`src/rtl/lcm_pkg.sv`:
```
package lcm_pkg;
  typedef enum logic [1:0] {
    ST_IDLE  = 2'd0,
    ST_WAIT  = 2'd1,
    ST_RECOV = 2'd2
  } lcm_state_e;

  localparam int STAT_W       = 32;
  localparam int UP_BIT       = 4;
  localparam int TRAIN_BIT    = 29;
  localparam int TS_W         = 6;
  localparam logic [TS_W-1:0] STUCK_CODE = 6'h0D;
  localparam int DATA_EN_BIT  = 5;
  localparam int PLL_EN_BIT   = 3;
endpackage

```
`src/rtl/lcm_decode.sv`:
```
module lcm_decode
  import lcm_pkg::*;
(
  input  logic [STAT_W-1:0] link_stat,
  input  logic [TS_W-1:0]   train_state,
  input  logic              rx_valid,
  output logic              link_up,
  output logic              training,
  output logic              stuck
);
  logic unused_stat_bits;

  assign link_up  = link_stat[UP_BIT];
  assign training = link_stat[TRAIN_BIT];
  assign stuck    = (train_state == STUCK_CODE) && !rx_valid;

  assign unused_stat_bits = ^{link_stat[STAT_W-1:TRAIN_BIT+1],
                              link_stat[TRAIN_BIT-1:UP_BIT+1],
                              link_stat[UP_BIT-1:0]};
endmodule

```
`src/rtl/lcm_timer.sv`:
```
module lcm_timer #(
  parameter int CNT_W = 8
) (
  input  logic             clk,
  input  logic             rst_n,
  input  logic             load,
  input  logic [CNT_W-1:0] load_val,
  output logic             zero
);
  logic [CNT_W-1:0] cnt_q, cnt_d;
  logic             cnt_en;

  assign zero   = (cnt_q == '0);
  assign cnt_en = load || !zero;

  always_comb begin
    cnt_d = cnt_q;
    if (load)       cnt_d = load_val;
    else if (!zero) cnt_d = cnt_q - 1'b1;
  end

  always_ff @(posedge clk or negedge rst_n) begin
    if (!rst_n)      cnt_q <= '0;
    else if (cnt_en) cnt_q <= cnt_d;
  end

  // a countdown that is not reloaded never moves upward
  p_cnt_down_r4: assert property (@(posedge clk) disable iff (!rst_n)
    (!load && !zero) |=> (cnt_q < $past(cnt_q)));
endmodule

```
`src/rtl/lcm_ovrd.sv`:
```
module lcm_ovrd
  import lcm_pkg::*;
#(
  parameter int OVRD_W = 16
) (
  input  logic [OVRD_W-1:0] base,
  input  logic              force_on,
  output logic [OVRD_W-1:0] ovrd
);
  for (genvar i = 0; i < OVRD_W; i++) begin : g_bit
    if (i == DATA_EN_BIT || i == PLL_EN_BIT) begin : g_forced
      assign ovrd[i] = base[i] | force_on;
    end else begin : g_pass
      assign ovrd[i] = base[i];
    end
  end
endmodule

```
`src/rtl/link_chk_mon.sv`:
```
module link_chk_mon
  import lcm_pkg::*;
#(
  parameter int WAIT_CYC = 50000,
  parameter int HOLD_CYC = 100000,
  parameter int OVRD_W   = 16
) (
  input  logic              clk,
  input  logic              rst_n,
  input  logic              chk_req,
  input  logic [31:0]       link_stat,
  input  logic [5:0]        train_state,
  input  logic              rx_valid,
  input  logic [15:0]       ovrd_base,
  output logic              res_vld,
  output logic              res_usable,
  output logic [15:0]       rx_ovrd
);
  localparam int MAX_CYC = (WAIT_CYC > HOLD_CYC) ? WAIT_CYC : HOLD_CYC;
  localparam int CNT_W   = $clog2(MAX_CYC + 1);
  localparam logic [CNT_W-1:0] WAIT_LD = CNT_W'(WAIT_CYC - 1);
  localparam logic [CNT_W-1:0] HOLD_LD = CNT_W'(HOLD_CYC - 1);
  localparam logic [OVRD_W-1:0] FORCE_MASK =
    (OVRD_W'(1) << DATA_EN_BIT) | (OVRD_W'(1) << PLL_EN_BIT);

  lcm_state_e       state_q, state_d;
  logic             pend_q, pend_d;
  logic             vld_q, vld_d;
  logic             up_q, up_d;
  logic             go;
  logic             link_up, training, stuck;
  logic             tmr_load, tmr_zero;
  logic [CNT_W-1:0] tmr_val;
  logic             recov;

  lcm_decode u_decode (
    .link_stat   (link_stat),
    .train_state (train_state),
    .rx_valid    (rx_valid),
    .link_up     (link_up),
    .training    (training),
    .stuck       (stuck)
  );

  lcm_timer #(.CNT_W(CNT_W)) u_timer (
    .clk      (clk),
    .rst_n    (rst_n),
    .load     (tmr_load),
    .load_val (tmr_val),
    .zero     (tmr_zero)
  );

  assign recov = (state_q == ST_RECOV);

  lcm_ovrd #(.OVRD_W(OVRD_W)) u_ovrd (
    .base     (ovrd_base),
    .force_on (recov),
    .ovrd     (rx_ovrd)
  );

  assign go = (state_q == ST_IDLE) && (chk_req || pend_q);

  // next-state process
  always_comb begin
    state_d  = state_q;
    pend_d   = pend_q;
    vld_d    = 1'b0;
    up_d     = up_q;
    tmr_load = 1'b0;
    tmr_val  = '0;
    unique case (state_q)
      ST_IDLE: begin
        if (go) begin
          pend_d = 1'b0;
          if (!link_up) begin
            vld_d = 1'b1;
            up_d  = 1'b0;
          end else if (!training) begin
            vld_d = 1'b1;
            up_d  = 1'b1;
          end else begin
            state_d  = ST_WAIT;
            tmr_load = 1'b1;
            tmr_val  = WAIT_LD;
          end
        end
      end
      ST_WAIT: begin
        if (chk_req) pend_d = 1'b1;
        if (tmr_zero) begin
          vld_d = 1'b1;
          up_d  = 1'b0;
          if (stuck) begin
            state_d  = ST_RECOV;
            tmr_load = 1'b1;
            tmr_val  = HOLD_LD;
          end else begin
            state_d = ST_IDLE;
          end
        end
      end
      ST_RECOV: begin
        if (chk_req) pend_d = 1'b1;
        if (tmr_zero) state_d = ST_IDLE;
      end
      default: state_d = ST_IDLE;
    endcase
  end

  // register process
  always_ff @(posedge clk or negedge rst_n) begin
    if (!rst_n) begin
      state_q <= ST_IDLE;
      pend_q  <= 1'b0;
      vld_q   <= 1'b0;
      up_q    <= 1'b0;
    end else begin
      state_q <= state_d;
      pend_q  <= pend_d;
      vld_q   <= vld_d;
      if (vld_d) up_q <= up_d;
    end
  end

  assign res_vld    = vld_q;
  assign res_usable = up_q;

  // missing link-up flag reports down on the next cycle
  p_down_nolink_r2: assert property (@(posedge clk) disable iff (!rst_n)
    (go && !link_up) |=> (res_vld && !res_usable));

  // up and trained reports usable on the next cycle
  p_usable_r3: assert property (@(posedge clk) disable iff (!rst_n)
    (go && link_up && !training) |=> (res_vld && res_usable));

  // no result while the settling wait is still counting
  p_wait_quiet_r4: assert property (@(posedge clk) disable iff (!rst_n)
    (state_q == ST_WAIT && !tmr_zero) |=> !res_vld);

  // both receiver override bits are high throughout a hold
  p_force_pair_r5: assert property (@(posedge clk) disable iff (!rst_n)
    recov |-> (rx_ovrd[DATA_EN_BIT] && rx_ovrd[PLL_EN_BIT]));

  // every other override bit follows the base value
  p_others_kept_r6: assert property (@(posedge clk) disable iff (!rst_n)
    ((rx_ovrd ^ ovrd_base) & ~FORCE_MASK) == '0);

  // a hold always starts together with a down result
  p_recov_down_r7: assert property (@(posedge clk) disable iff (!rst_n)
    $rose(recov) |-> (res_vld && !res_usable));

  // no result while a hold is in progress beyond its first cycle
  p_no_result_hold_r8: assert property (@(posedge clk) disable iff (!rst_n)
    (recov && $past(recov)) |-> !res_vld);
endmodule

```
`config.mk`:
```
export PLATFORM = sky130hd
export DESIGN_NAME = link_chk_mon
export DESIGN_NICKNAME = d
export VERILOG_FILES = /design/src/rtl/lcm_pkg.sv /design/src/rtl/lcm_decode.sv /design/src/rtl/lcm_timer.sv /design/src/rtl/lcm_ovrd.sv /design/src/rtl/link_chk_mon.sv
export SDC_FILE = /design/constraint.sdc
export NUM_CORES = 1
export LEC_CHECK = 0
export ABC_AREA = 1
export CAP_MARGIN = 5
export CORE_ASPECT_RATIO = 0.7
export CORE_MARGIN = 2
export CORE_UTILIZATION = 40
export CTS_CLUSTER_SIZE = 40
export DETAILED_ROUTE_END_ITERATION = 6
export PLACE_DENSITY_LB_ADDON = 0.15
export RECOVER_POWER = 25
export SKIP_LAST_GASP = 1
export SLEW_MARGIN = 20
export SYNTH_ARGS = -nofsm -noshare
export SYNTH_HDL_FRONTEND = slang
export SYNTH_SLANG_ARGS = --single-unit
```
`constraint.sdc`:
```
create_clock -name clk -period 4.4 [get_ports clk]
set_input_delay 0.88 -clock clk [delete_from_list [all_inputs] [get_ports clk]]
set_output_delay 0.88 -clock clk [all_outputs]
set_load 0.03 [all_outputs]
```
### Word level (Yosys, flattened, before mapping)

Index checks and enable logic that the tools add are counted.

* flip-flop bits (word level): 22
* latch bits: 0
* memory bits (writable): 0
* bits in read-only memories: 0
* output and inout bits: 18
* word-level logic and storage cells: 68
* memories: 0

* add/sub/neg operators: 1
* multipliers: 0
* divide/modulo/power cells: 0
* order comparisons: 0
* eq/ne operators: 11
* shifts and indexed selects: 0
* multiplexer cells: 34
* bitwise logic cells: 2
* reductions and logical operators: 15

Operators with widths (count)
* 17-bit 2-to-1 mux: 4
* 16-bit 2-to-1 mux: 3
* 17-bit one-hot mux with 2 select lines: 1
* 17-bit zero test: 1
* 17-bit by 1-bit subtractor with 17-bit output, second input constant: 1
* 1-bit 2-to-1 mux: 15
* 2-bit 2-to-1 mux: 6
* 5-bit AND reduction: 2
* 2-bit != test, second input constant: 4
* 1-bit one-hot mux with 2 select lines: 4
* 6-bit by 4-bit equality test with 1-bit output, second input constant: 1
* 2-bit by 1-bit != test with 1-bit output, second input constant: 3
* 2-bit one-hot mux with 3 select lines: 1
* 2-bit nonzero test: 2
* 3-bit != test, second input constant: 1
* 3-bit AND reduction: 1
* 2-bit by 1-bit equality test with 1-bit output, second input constant: 1
* 2-bit equality test, second input constant: 1
* 1-bit logical AND: 2
* 1-bit zero test: 2
* 2-bit zero test: 1
* 1-bit logical OR: 2
* 1-bit bitwise OR: 2
* 2-bit AND reduction: 1
* 2-bit OR reduction: 1

### Depth between registers and ports, before layout

Gate-level depths: netlist (run 1).

* word-level depth: 7
* depth in mapped cells: 11
* mapped depth without buffers: 11

### Hierarchy

Synthesis (run 1) repeated with hierarchy kept, for this count alone.

* cells, all modules: 250
* area, all modules: 1715.4 µm²

By module, submodules not included
* lcm_timer: times used 1, cells an instance 171, area an instance 1189.9 µm², sequential area each 425.4 µm²
* link_chk_mon: times used 1, cells an instance 51, area an instance 356.6 µm², sequential area each 125.1 µm²
* lcm_ovrd: times used 1, cells an instance 19, area an instance 123.9 µm², sequential area each 0.0 µm²
* lcm_decode: times used 1, cells an instance 9, area an instance 45.0 µm², sequential area each 0.0 µm²

### Least setup slack after synthesis (run 1)

Ideal clock, no wire load.

* path type: input to output
* start: input port ovrd_base[3]
* end: output port rx_ovrd[3]
* data arrival time: 1.228 ns
* required time: 3.520 ns
* path slack: 2.292 ns
* cell stages on the path: 1
* buffers on the path: 0
* cell sequence: or2_2

* cells in the longest elaborated chain, start to end: 1

RTL lines
* from (decl): RTL line link_chk_mon.sv:14 `input logic [15:0] ovrd_base,`
* 1-bit bitwise OR: RTL line lcm_ovrd.sv:12 `assign ovrd[i] = base[i] | force_on;`
* to (decl): RTL line link_chk_mon.sv:17 `output logic [15:0] rx_ovrd`

No other way between the ends.

### Final worst setup path (run 1)

* start: input port ovrd_base[5]
* end: output port rx_ovrd[5]

Same word-level chain as after synthesis.

==> results of run 1 <==
sequential cells by signal, indices dropped and copies added, names as in the netlist:
signal / count
pend_q: 1
res_usable: 1
res_vld: 1
state_q: 2
u_timer.cnt_q: 17
cell type report:
cell class	count	area share, %
Multi-Input combinational cell	150	47.0
Clock inverter	1	1.72
Timing Repair Buffer	17	9.41
Inverter	20	4.31
Tap cell	50	3.59
Clock buffer	3	2.37
Sequential cell	22	31.6
worst min-delay path by stage:
| stage | from | to | cells past startpoint |
|---|---|---|---|
| 2_1_floorplan | state_q[0]$_DFFE_PN0P_ | state_q[0]$_DFFE_PN0P_ | 2 |
| 3_3_place_gp | res_usable$_DFFE_PN0P_ | res_usable$_DFFE_PN0P_ | 2 |
| 3_5_place_dp | res_usable$_DFFE_PN0P_ | res_usable$_DFFE_PN0P_ | 2 |
| 4_1_cts | res_usable$_DFFE_PN0P_ | res_usable$_DFFE_PN0P_ | 2 |
| 5_1_grt | res_usable$_DFFE_PN0P_ | res_usable$_DFFE_PN0P_ | 2 |
| 6_report | res_usable$_DFFE_PN0P_ | res_usable$_DFFE_PN0P_ | 2 |
cells by family (layout without fill, tap and decap cells):
group                    count (synthesis)  after routing  synth area share, %
AO/OA/AOI/OAI                           18             18                 6.17
XOR/XNOR                                 7              7                 3.93
adder cells (fa/ha/maj)                  6              6                 4.81
buffers and inverters                   35             41                 12.3
flip-flops                              22             22                 35.3
AND/OR/NAND/NOR                        119            119                 37.5
routing by layer:
layer	vias up	track usage, %
met2	31	24.7
li1	654	-
met3	16	3.86
met1	565	24.5
met5	-	0
met4	0	5.76
worst register-to-register path: stages, from the launching register on:
cell and delay [ns]:
dfrtp_1 0.42, inv_1 0.11, ha_1 0.22, inv_2 0.07
nor2_1 0.08, nand2_1 0.08, nor2_4 0.18, nand3_2 0.19
nand2_2 0.20, inv_2 0.11, nand2_2 0.07, nor2_2 0.03
cells in the final DEF (no fill, tap or decap), drive strengths merged, types with 3 or more instances in the layout:
cell / n
a21oi: 6
clkbuf: 4
clkdlybuf4s50: 16
dfrtp: 22
ha: 6
inv: 20
nand2: 54
nand3: 16
nand3b: 3
nor2: 38
nor3: 5
o21ai: 11
xnor2: 5
per-stage QoR:
step / cells / utilization [%] / hold WS [ns] / setup WS [ns] / instance area [µm²]
floorplan: 207 / - / 0.470 / 2.29 / 1560
global route: 263 / 48.0 / 0.538 / 1.36 / 1740
CTS: 263 / 48.2 / 0.492 / 1.38 / 1750
finish: 263 / 48.0 / 0.484 / 1.38 / 1740
detailed placement: 259 / 46.2 / 0.467 / 1.38 / 1680
global placement: 259 / 46.2 / 0.457 / 1.40 / 1680
power breakdown:
part	internal [mW]	total, mW	switching (mW)
clock network	0.122	0.194	0.0726
logic	0.129	0.320	0.191
registers	0.257	0.312	0.0548
total	0.508	0.826	0.319
==> impl_metrics.env, run 1 <==
export IMPL_setup_viol=0
export IMPL_startpoint="ovrd_base[5]"
export IMPL_dpl_hpwl_um=2560
export IMPL_critPathMaxStageDelay_ns=0.59
export IMPL_syn_area_per_cell_um2=7.54
export IMPL_core_um2=3630
export IMPL_cts_resized=0
export IMPL_yosysUniqueCellTypes=25
export IMPL_worst_pin_slew_ns=1.24
export IMPL_clock_path_buffers=2
export IMPL_die_h_um=56.3
export IMPL_async_reset_ff_share_pct=100
export IMPL_synth_ff_type="dfrtp_1"
export IMPL_numClockSinks=22
export IMPL_synth_area_um2=1560
export IMPL_r2r_cells=11
export IMPL_top_layer="met4"
export IMPL_ys_ff_latch=22
export IMPL_drc=0
export IMPL_diodes=0
export IMPL_grt_max_degree=23
export IMPL_path_max_fanout=1
export IMPL_critical_path_class="input port to output port"
export IMPL_synth_area_leader_cell="dfrtp_1"
export IMPL_design_portCount=76
export IMPL_cts_root_buf="clkbuf_8"
export IMPL_met3_length_um=186
export IMPL_drt_pre_antenna_iters=4
export IMPL_cts_tree="built"
export IMPL_viasPerCell=4.81
export IMPL_std_cell_rows=18
export IMPL_wl_met2_um=1310
export IMPL_regArea_um2=551
export IMPL_seq_area_frac_synth_pct=35.3
export IMPL_cts_htree_levels=1
export IMPL_initial_core_util_pct=43.0
export IMPL_cp_top_family="buffers and inverters"
export IMPL_drtAntennaViolNets=0
export IMPL_yosysMostFrequentCell="nand2_1"
export IMPL_cp_cell_sequence="clkdlybuf4s50_1, or2_2, clkdlybuf4s50_1"
export IMPL_p_per_area_nw_per_um2=474
export IMPL_rsz0062_at_grt="false"
export IMPL_critPathCaptureType="output port"
export IMPL_grt_usage_pct=16.9
export IMPL_die_w_um=78.6
export IMPL_fillerInstances=365
export IMPL_maxCapViolations=0
export IMPL_worstPathRequired_ns=3.52
export IMPL_numCtsBuffers=3
export IMPL_crit_slowest_cell="clkdlybuf4s50_1"
export IMPL_syn_inst=207
export IMPL_syn_nets=271
export IMPL_start_kind="input port"
export IMPL_status="completed"
export IMPL_clkTransAtPathRegs_ns=0.08
export IMPL_synth_top_area_share_pct=35.3
export IMPL_gp_congestion=0.858
export IMPL_syn_to_final_growth_pct=11.6
export IMPL_synth_warnings=0
export IMPL_num_vias=1266
export IMPL_antenna_found_initial=0
export IMPL_max_slew_margin_rel_pct=17.6
export IMPL_routed_wirelength_um=3290
export IMPL_total_power_mw=0.826
export IMPL_io_buffers=17
export IMPL_grt_first_pass_wirelength_um=5980
export IMPL_clock_latency_ns=0.27
export IMPL_clock_skew_final_ns=0.0116
export IMPL_synth_area_leaders="dfrtp_1 35%, nand2_1 12%, buf_4 6.7%"
export IMPL_layout_min_cycle_time_ns=3.02
export IMPL_wl_per_cell_um=12.5
export IMPL_synth_edf_count=0
export IMPL_crit_path_frequent_cell="clkdlybuf4s50_1"
export IMPL_irDropWorstVdd_uv=275
export IMPL_fmax_mhz=332
export IMPL_worstPathArrival_ns=2.14
export IMPL_cp_endpoint="rx_ovrd[5]"
export IMPL_die_area_um2=4420
export IMPL_worst_path_stages=3
export IMPL_multi_input_area_um2=818
export IMPL_gr_total_overflow=0
export IMPL_hold_viol=0
export IMPL_timing_final_crit_share_pct=68.5
export IMPL_nNetsFinal=278
export IMPL_r2r_end="u_timer.cnt_q[12]$_DFFE_PN0P_"
export IMPL_hp_class="flip-flop to flip-flop"
export IMPL_power_leakage_nw=0.756
export IMPL_drive_above_1_share_pct=13.6
export IMPL_critPathBufInv=2
export IMPL_cts_setup_buffers=0
export IMPL_grt_pass1_vias=1305
export IMPL_synth_common_cells="48 x nand2_1, 27 x nor2_1, 22 x dfrtp_1"
export IMPL_drt_iter0_drc=107
export IMPL_r2r_slack_ns=2.51
export IMPL_setup_tns_ns=0
export IMPL_holdBufCountCts=0
export IMPL_slew_viol_final=0
export IMPL_r2r_start="state_q[1]$_DFFE_PN0P_"
export IMPL_wirelength_met1_um=1740
Power figures use the tool's default switching activity.
==> inputs of run 2 (changes only) <==
--- a/config.mk
+++ b/config.mk
@@ -9,7 +9,7 @@
 export CAP_MARGIN = 5
 export CORE_ASPECT_RATIO = 0.7
 export CORE_MARGIN = 2
-export CORE_UTILIZATION = 40
+export CORE_UTILIZATION = 37
 export CTS_CLUSTER_SIZE = 40
 export DETAILED_ROUTE_END_ITERATION = 6
 export PLACE_DENSITY_LB_ADDON = 0.15
==> constraint.sdc (replaced) <==
create_clock -name clk -period 2.55 [get_ports clk]
set_input_delay 0.51 -clock clk [delete_from_list [all_inputs] [get_ports clk]]
set_output_delay 0.51 -clock clk [all_outputs]
set_load 0.03 [all_outputs]
==> impl_metrics.env, run 2 (same netlist as run 1, synthesis figures left out) <==
export IMPL_antenna_found_initial=0
export IMPL_drt_iter0_drc=108
export IMPL_cts_root_buf="clkbuf_8"
export IMPL_largest_register_ffs=17
export IMPL_setup_viol=0
export IMPL_final_common_cell="nand2_1"
export IMPL_grt_first_pass_wirelength_um=5530
export IMPL_grt_usage_pct=15.6
export IMPL_critPathCaptureType="output port"
export IMPL_routed_wirelength_um=3250
export IMPL_total_power_mw=1.34
export IMPL_rsz0062_at_grt="false"
export IMPL_num_vias=1251
export IMPL_p_switching_mw=0.541
export IMPL_layout_min_cycle_time_ns=2.36
export IMPL_place_area_um2=1690
export IMPL_maxCapViolations=0
export IMPL_worst_path_stages=4
export IMPL_clkTransAtPathRegs_ns=0.08
export IMPL_holdBufCountCts=0
export IMPL_worstPathArrival_ns=1.85
export IMPL_design_portCount=76
export IMPL_r2r_end="u_timer.cnt_q[12]$_DFFE_PN0P_"
export IMPL_netSwitchingFraction_pct=40.2
export IMPL_critPathMaxStageDelay_ns=0.59
export IMPL_die_h_um=58.3
export IMPL_holdCritStartpoint="res_usable$_DFFE_PN0P_"
export IMPL_drt_pre_antenna_iters=4
export IMPL_gr_total_overflow=0
export IMPL_r2r_cells=11
export IMPL_setup_ws_ns=0.189
export IMPL_wl_per_cell_um=12.2
export IMPL_drive_above_1_share_pct=13.6
export IMPL_numCtsBuffers=3
export IMPL_fillerInstances=408
export IMPL_r2r_slack_ns=0.70
export IMPL_cp_top_family="buffers and inverters"
export IMPL_io_buffers=17
export IMPL_max_slew_margin_rel_pct=18.6
export IMPL_hp_class="flip-flop to flip-flop"
export IMPL_grt_pass1_vias=1131
export IMPL_p_int_mw=0.804
export IMPL_crit_slowest_cell="clkdlybuf4s50_1"
export IMPL_die_area_um2=4760
export IMPL_layout_common_cells="48 x nand2_1, 27 x nor2_1, 22 x dfrtp_1"
export IMPL_timing_final_crit_share_pct=92.6
export IMPL_hold_viol=0
export IMPL_start_kind="flip-flop"
export IMPL_r2r_start="state_q[1]$_DFFE_PN0P_"
export IMPL_top_regs="u_timer.cnt_q x17, state_q x2"
export IMPL_fmax_mhz=424
export IMPL_path_max_fanout=3
export IMPL_clkPwrFrac_pct=19.0
export IMPL_nNetsFinal=279
export IMPL_syn_to_final_growth_pct=11.4
export IMPL_initial_core_util_pct=39.1
export IMPL_cts_tree="built"
export IMPL_worst_pin_slew_ns=1.22
export IMPL_cts_htree_levels=1
export IMPL_critPathBufInv=2
export IMPL_viasPerCell=4.70
export IMPL_drtAntennaViolNets=0
export IMPL_drc=0
export IMPL_whs_path_depth=2
export IMPL_power_leakage_nw=0.753
export IMPL_power_frac_seq_pct=40.2
export IMPL_irDropWorstVdd_uv=360
export IMPL_std_cell_rows=19
export IMPL_largest_register="u_timer.cnt_q"
export IMPL_setup_tns_ns=0
export IMPL_fin_util_pct=43.5
export IMPL_hold_path_end="res_usable$_DFFE_PN0P_"
export IMPL_stdcell_area_um2=1740
export IMPL_diodes=0
export IMPL_clock_skew_final_ns=0.00169
export IMPL_worstPathRequired_ns=2.04
export IMPL_critical_path_class="flip-flop to output port"
export IMPL_clock_path_buffers=2
export IMPL_cts_setup_buffers=0
export IMPL_dp_slack_ns=0.276
export IMPL_dpl_hpwl_um=2590
export IMPL_grt_max_degree=23
export IMPL_slew_viol_final=0
export IMPL_p_per_area_nw_per_um2=774
export IMPL_numClockSinks=22
export IMPL_core_um2=3990
export IMPL_die_w_um=81.6
export IMPL_gp_congestion=0.866
export IMPL_power_frac_comb_pct=40.8
export IMPL_clock_latency_ns=0.26
export IMPL_status="completed"
export IMPL_cp_cell_sequence="inv_1, ha_1, or2_2, clkdlybuf4s50_1"
export IMPL_cts_resized=0
[run 2: cell count changes in the layout (fill, tap and decap cells not counted), sizes merged]
cell         before  now
bufinv            1    0
clkbuf            4    5
dlygate4sd3       0    1
[run 2: layout make-up]
type / count / area, µm² / share of cell area, %
Timing Repair Buffer: 18 / 174 / 10.0
Multi-Input combinational cell: 150 / 818 / 47.1
Tap cell: 52 / 65.1 / 3.74
Clock buffer: 4 / 55.1 / 3.17
Inverter: 20 / 75.1 / 4.32
Sequential cell: 22 / 551 / 31.7
[run 2: metrics by stage]
step	cells	hold slack (ns)
after global routing	266	0.522
after floorplan	207	0.214
after global placement	262	0.457
final	266	0.478
after CTS	266	0.483
after detailed placement	262	0.461
[run 2: power by group through the flow]
stage	clock network [mW]	logic [mW]	registers [mW]
3_3_place_gp	0	0.551	0.548
2_1_floorplan	0	0.429	0.553
5_1_grt	0.280	0.632	0.552
4_1_cts	0.265	0.552	0.541
3_5_place_dp	0	0.550	0.547
6_report	0.256	0.549	0.540
[run 2: layer usage]
| metal | global-route usage [%] | wire [µm] | vias up |
|---|---|---|---|
| li1 | - | - | 653 |
| met5 | 0 | 0 | - |
| met4 | 2.86 | 15 | 0 |
| met1 | 25.6 | 1890 | 575 |
| met2 | 19.9 | 1180 | 19 |
| met3 | 4.45 | 160 | 4 |
[run 2: worst min-delay path: stages, from the launching register on]
cell and delay, ns:
dfrtp_1 0.35, nand2_1 0.05, nand2_1 0.05
[run 2: worst max-delay path by stage]
stage,startpoint,to,slack (ns)
2_1_floorplan,state_q[1]$_DFFE_PN0P_,u_timer.cnt_q[12]$_DFFE_PN0P_,0.99
3_3_place_gp,ovrd_base[3],rx_ovrd[3],0.29
3_5_place_dp,ovrd_base[5],rx_ovrd[5],0.28
4_1_cts,state_q[0]$_DFFE_PN0P_,rx_ovrd[3],0.17
5_1_grt,state_q[0]$_DFFE_PN0P_,rx_ovrd[3],0.13
6_report,state_q[0]$_DFFE_PN0P_,rx_ovrd[5],0.19
==> inputs of run 3 (changes only) <==
--- a/config.mk
+++ b/config.mk
@@ -9,10 +9,10 @@
 export CAP_MARGIN = 5
 export CORE_ASPECT_RATIO = 0.7
 export CORE_MARGIN = 2
-export CORE_UTILIZATION = 37
+export CORE_UTILIZATION = 40
 export CTS_CLUSTER_SIZE = 40
 export DETAILED_ROUTE_END_ITERATION = 6
-export PLACE_DENSITY_LB_ADDON = 0.15
+export PLACE_DENSITY = 0.79
 export RECOVER_POWER = 25
 export SKIP_LAST_GASP = 1
 export SLEW_MARGIN = 20
==> constraint.sdc (replaced) <==
create_clock -name clk -period 2.95 [get_ports clk]
set_input_delay 0.59 -clock clk [delete_from_list [all_inputs] [get_ports clk]]
set_output_delay 0.59 -clock clk [all_outputs]
set_load 0.03 [all_outputs]
==> impl_metrics.env, run 3 (same netlist as run 1, synthesis figures left out) <==
export IMPL_final_common_cell="nand2_1"
export IMPL_status="completed"
export IMPL_holdBufCountCts=0
export IMPL_dpl_hpwl_um=2370
export IMPL_setup_tns_ns=0
export IMPL_wl_per_cell_um=11.8
export IMPL_multi_input_area_um2=818
export IMPL_diodes=0
export IMPL_rsz0062_at_grt="false"
export IMPL_slew_viol_final=0
export IMPL_path_max_fanout=3
export IMPL_gp_congestion=0.896
export IMPL_p_per_area_nw_per_um2=671
export IMPL_routed_wirelength_um=3130
export IMPL_design_portCount=76
export IMPL_layout_common_cells="48 x nand2_1, 27 x nor2_1, 22 x dfrtp_1"
export IMPL_core_um2=3630
export IMPL_drtAntennaViolNets=0
export IMPL_cts_htree_levels=1
export IMPL_power_leakage_nw=0.753
export IMPL_layout_min_cycle_time_ns=2.44
export IMPL_drt_pre_antenna_iters=4
export IMPL_clock_path_buffers=2
export IMPL_critPathCaptureType="output port"
export IMPL_crit_slowest_cell="clkdlybuf4s50_1"
export IMPL_worstPathRequired_ns=2.36
export IMPL_max_slew_margin_rel_pct=15.7
export IMPL_critPathMaxStageDelay_ns=0.59
export IMPL_netSwitchingFraction_pct=40.3
export IMPL_num_vias=1247
export IMPL_worst_pin_slew_ns=1.26
export IMPL_top_regs="u_timer.cnt_q x17, state_q x2"
export IMPL_hold_viol=0
export IMPL_p_switching_mw=0.469
export IMPL_gr_total_overflow=0
export IMPL_grt_max_degree=23
export IMPL_start_kind="flip-flop"
export IMPL_grt_first_pass_wirelength_um=5310
export IMPL_nNetsFinal=279
export IMPL_timing_final_crit_share_pct=82.7
export IMPL_antenna_found_initial=0
export IMPL_die_w_um=78.6
export IMPL_numCtsBuffers=3
export IMPL_clkPwrFrac_pct=19.2
export IMPL_setup_ws_ns=0.512
export IMPL_viasPerCell=4.72
export IMPL_cp_cell_sequence="inv_1, ha_1, or2_2, clkdlybuf4s50_1"
export IMPL_die_h_um=56.3
export IMPL_largest_register_ffs=17
export IMPL_worstPathArrival_ns=1.85
export IMPL_numClockSinks=22
export IMPL_holdWs_ns=0.482
export IMPL_die_area_um2=4420
export IMPL_drive_above_1_share_pct=13.6
export IMPL_clock_latency_ns=0.27
export IMPL_largest_register="u_timer.cnt_q"
export IMPL_p_int_mw=0.696
export IMPL_fmax_mhz=410
export IMPL_grt_usage_pct=15.1
export IMPL_clkTransAtPathRegs_ns=0.09
export IMPL_io_buffers=17
export IMPL_cts_root_buf="clkbuf_8"
export IMPL_cts_resized=0
export IMPL_power_frac_seq_pct=39.9
export IMPL_grt_pass1_vias=1130
export IMPL_cts_setup_buffers=0
export IMPL_initial_core_util_pct=43.0
export IMPL_cts_tree="built"
export IMPL_irDropWorstVdd_uv=435
export IMPL_power_frac_comb_pct=40.9
export IMPL_setup_viol=0
export IMPL_dp_slack_ns=0.506
export IMPL_std_cell_rows=18
export IMPL_syn_to_final_growth_pct=11.2
export IMPL_total_power_mw=1.16
export IMPL_fillerInstances=358
export IMPL_maxCapViolations=0
export IMPL_critical_path_class="flip-flop to output port"
export IMPL_drc=0
export IMPL_regArea_um2=551
export IMPL_drt_iter0_drc=116
export IMPL_hp_class="flip-flop to flip-flop"
export IMPL_clock_skew_final_ns=0.00621
-- run 3: cell type report --
type	instances	share of cell area, %
multi-input combinational	150	47.2
sequential	22	31.7
timing repair buffer	18	10.0
inverter	20	4.33
tap	50	3.60
clock buffer	4	3.17
-- run 3: critical path, delay by kind of cell, from the launching register on --
kind | cells | cell delay, ns
buffers and inverters | 2 | 0.68
AND/OR/NAND/NOR | 1 | 0.29
flip-flops | 1 | 0.39
adder cells (fa/ha/maj) | 1 | 0.21
-- run 3: worst paths after layout --
path / from / to / slack (ns) / depth (start not counted)
setup / recovery: state_q[0]$_DFFE_PN0P_ / rx_ovrd[3] / 0.51 / 4
max in group asynchronous: rst_n / u_timer.cnt_q[15]$_DFFE_PN0P_ / 1.09 / 2
hold / removal: res_usable$_DFFE_PN0P_ / res_usable$_DFFE_PN0P_ / 0.48 / 2
setup reg to reg: state_q[1]$_DFFE_PN0P_ / u_timer.cnt_q[12]$_DFFE_PN0P_ / 1.09 / 11
min in group asynchronous: rst_n / res_vld$_DFF_PN0_ / 1.11 / 2
hold reg to reg: res_usable$_DFFE_PN0P_ / res_usable$_DFFE_PN0P_ / 0.48 / 2
-- run 3: per-stage QoR --
| step | util (%) | cells | area, µm² |
|---|---|---|---|
| finish | 47.9 | 264 | 1740 |
| global route | 47.9 | 264 | 1740 |
| CTS | 48.0 | 264 | 1740 |
| detailed placement | 46.4 | 260 | 1680 |
| global placement | 46.4 | 260 | 1680 |
| floorplan | - | 207 | 1560 |
-- run 3: routing by layer --
layer,track usage [%],vias up,wire [µm]
li1,-,660,-
met1,24.3,543,1650
met2,20.1,42,1230
met3,4.34,2,226
met4,1.75,0,11
met5,0,-,0
-- run 3: power by group through the flow --
| stage | registers (mW) | logic [mW] | clock network, mW |
|---|---|---|---|
| detailed placement | 0.468 | 0.474 | 0 |
| global placement | 0.468 | 0.463 | 0 |
| CTS | 0.464 | 0.477 | 0.225 |
| floorplan | 0.478 | 0.371 | 0 |
| finish | 0.465 | 0.476 | 0.224 |
| global route | 0.475 | 0.541 | 0.240 |
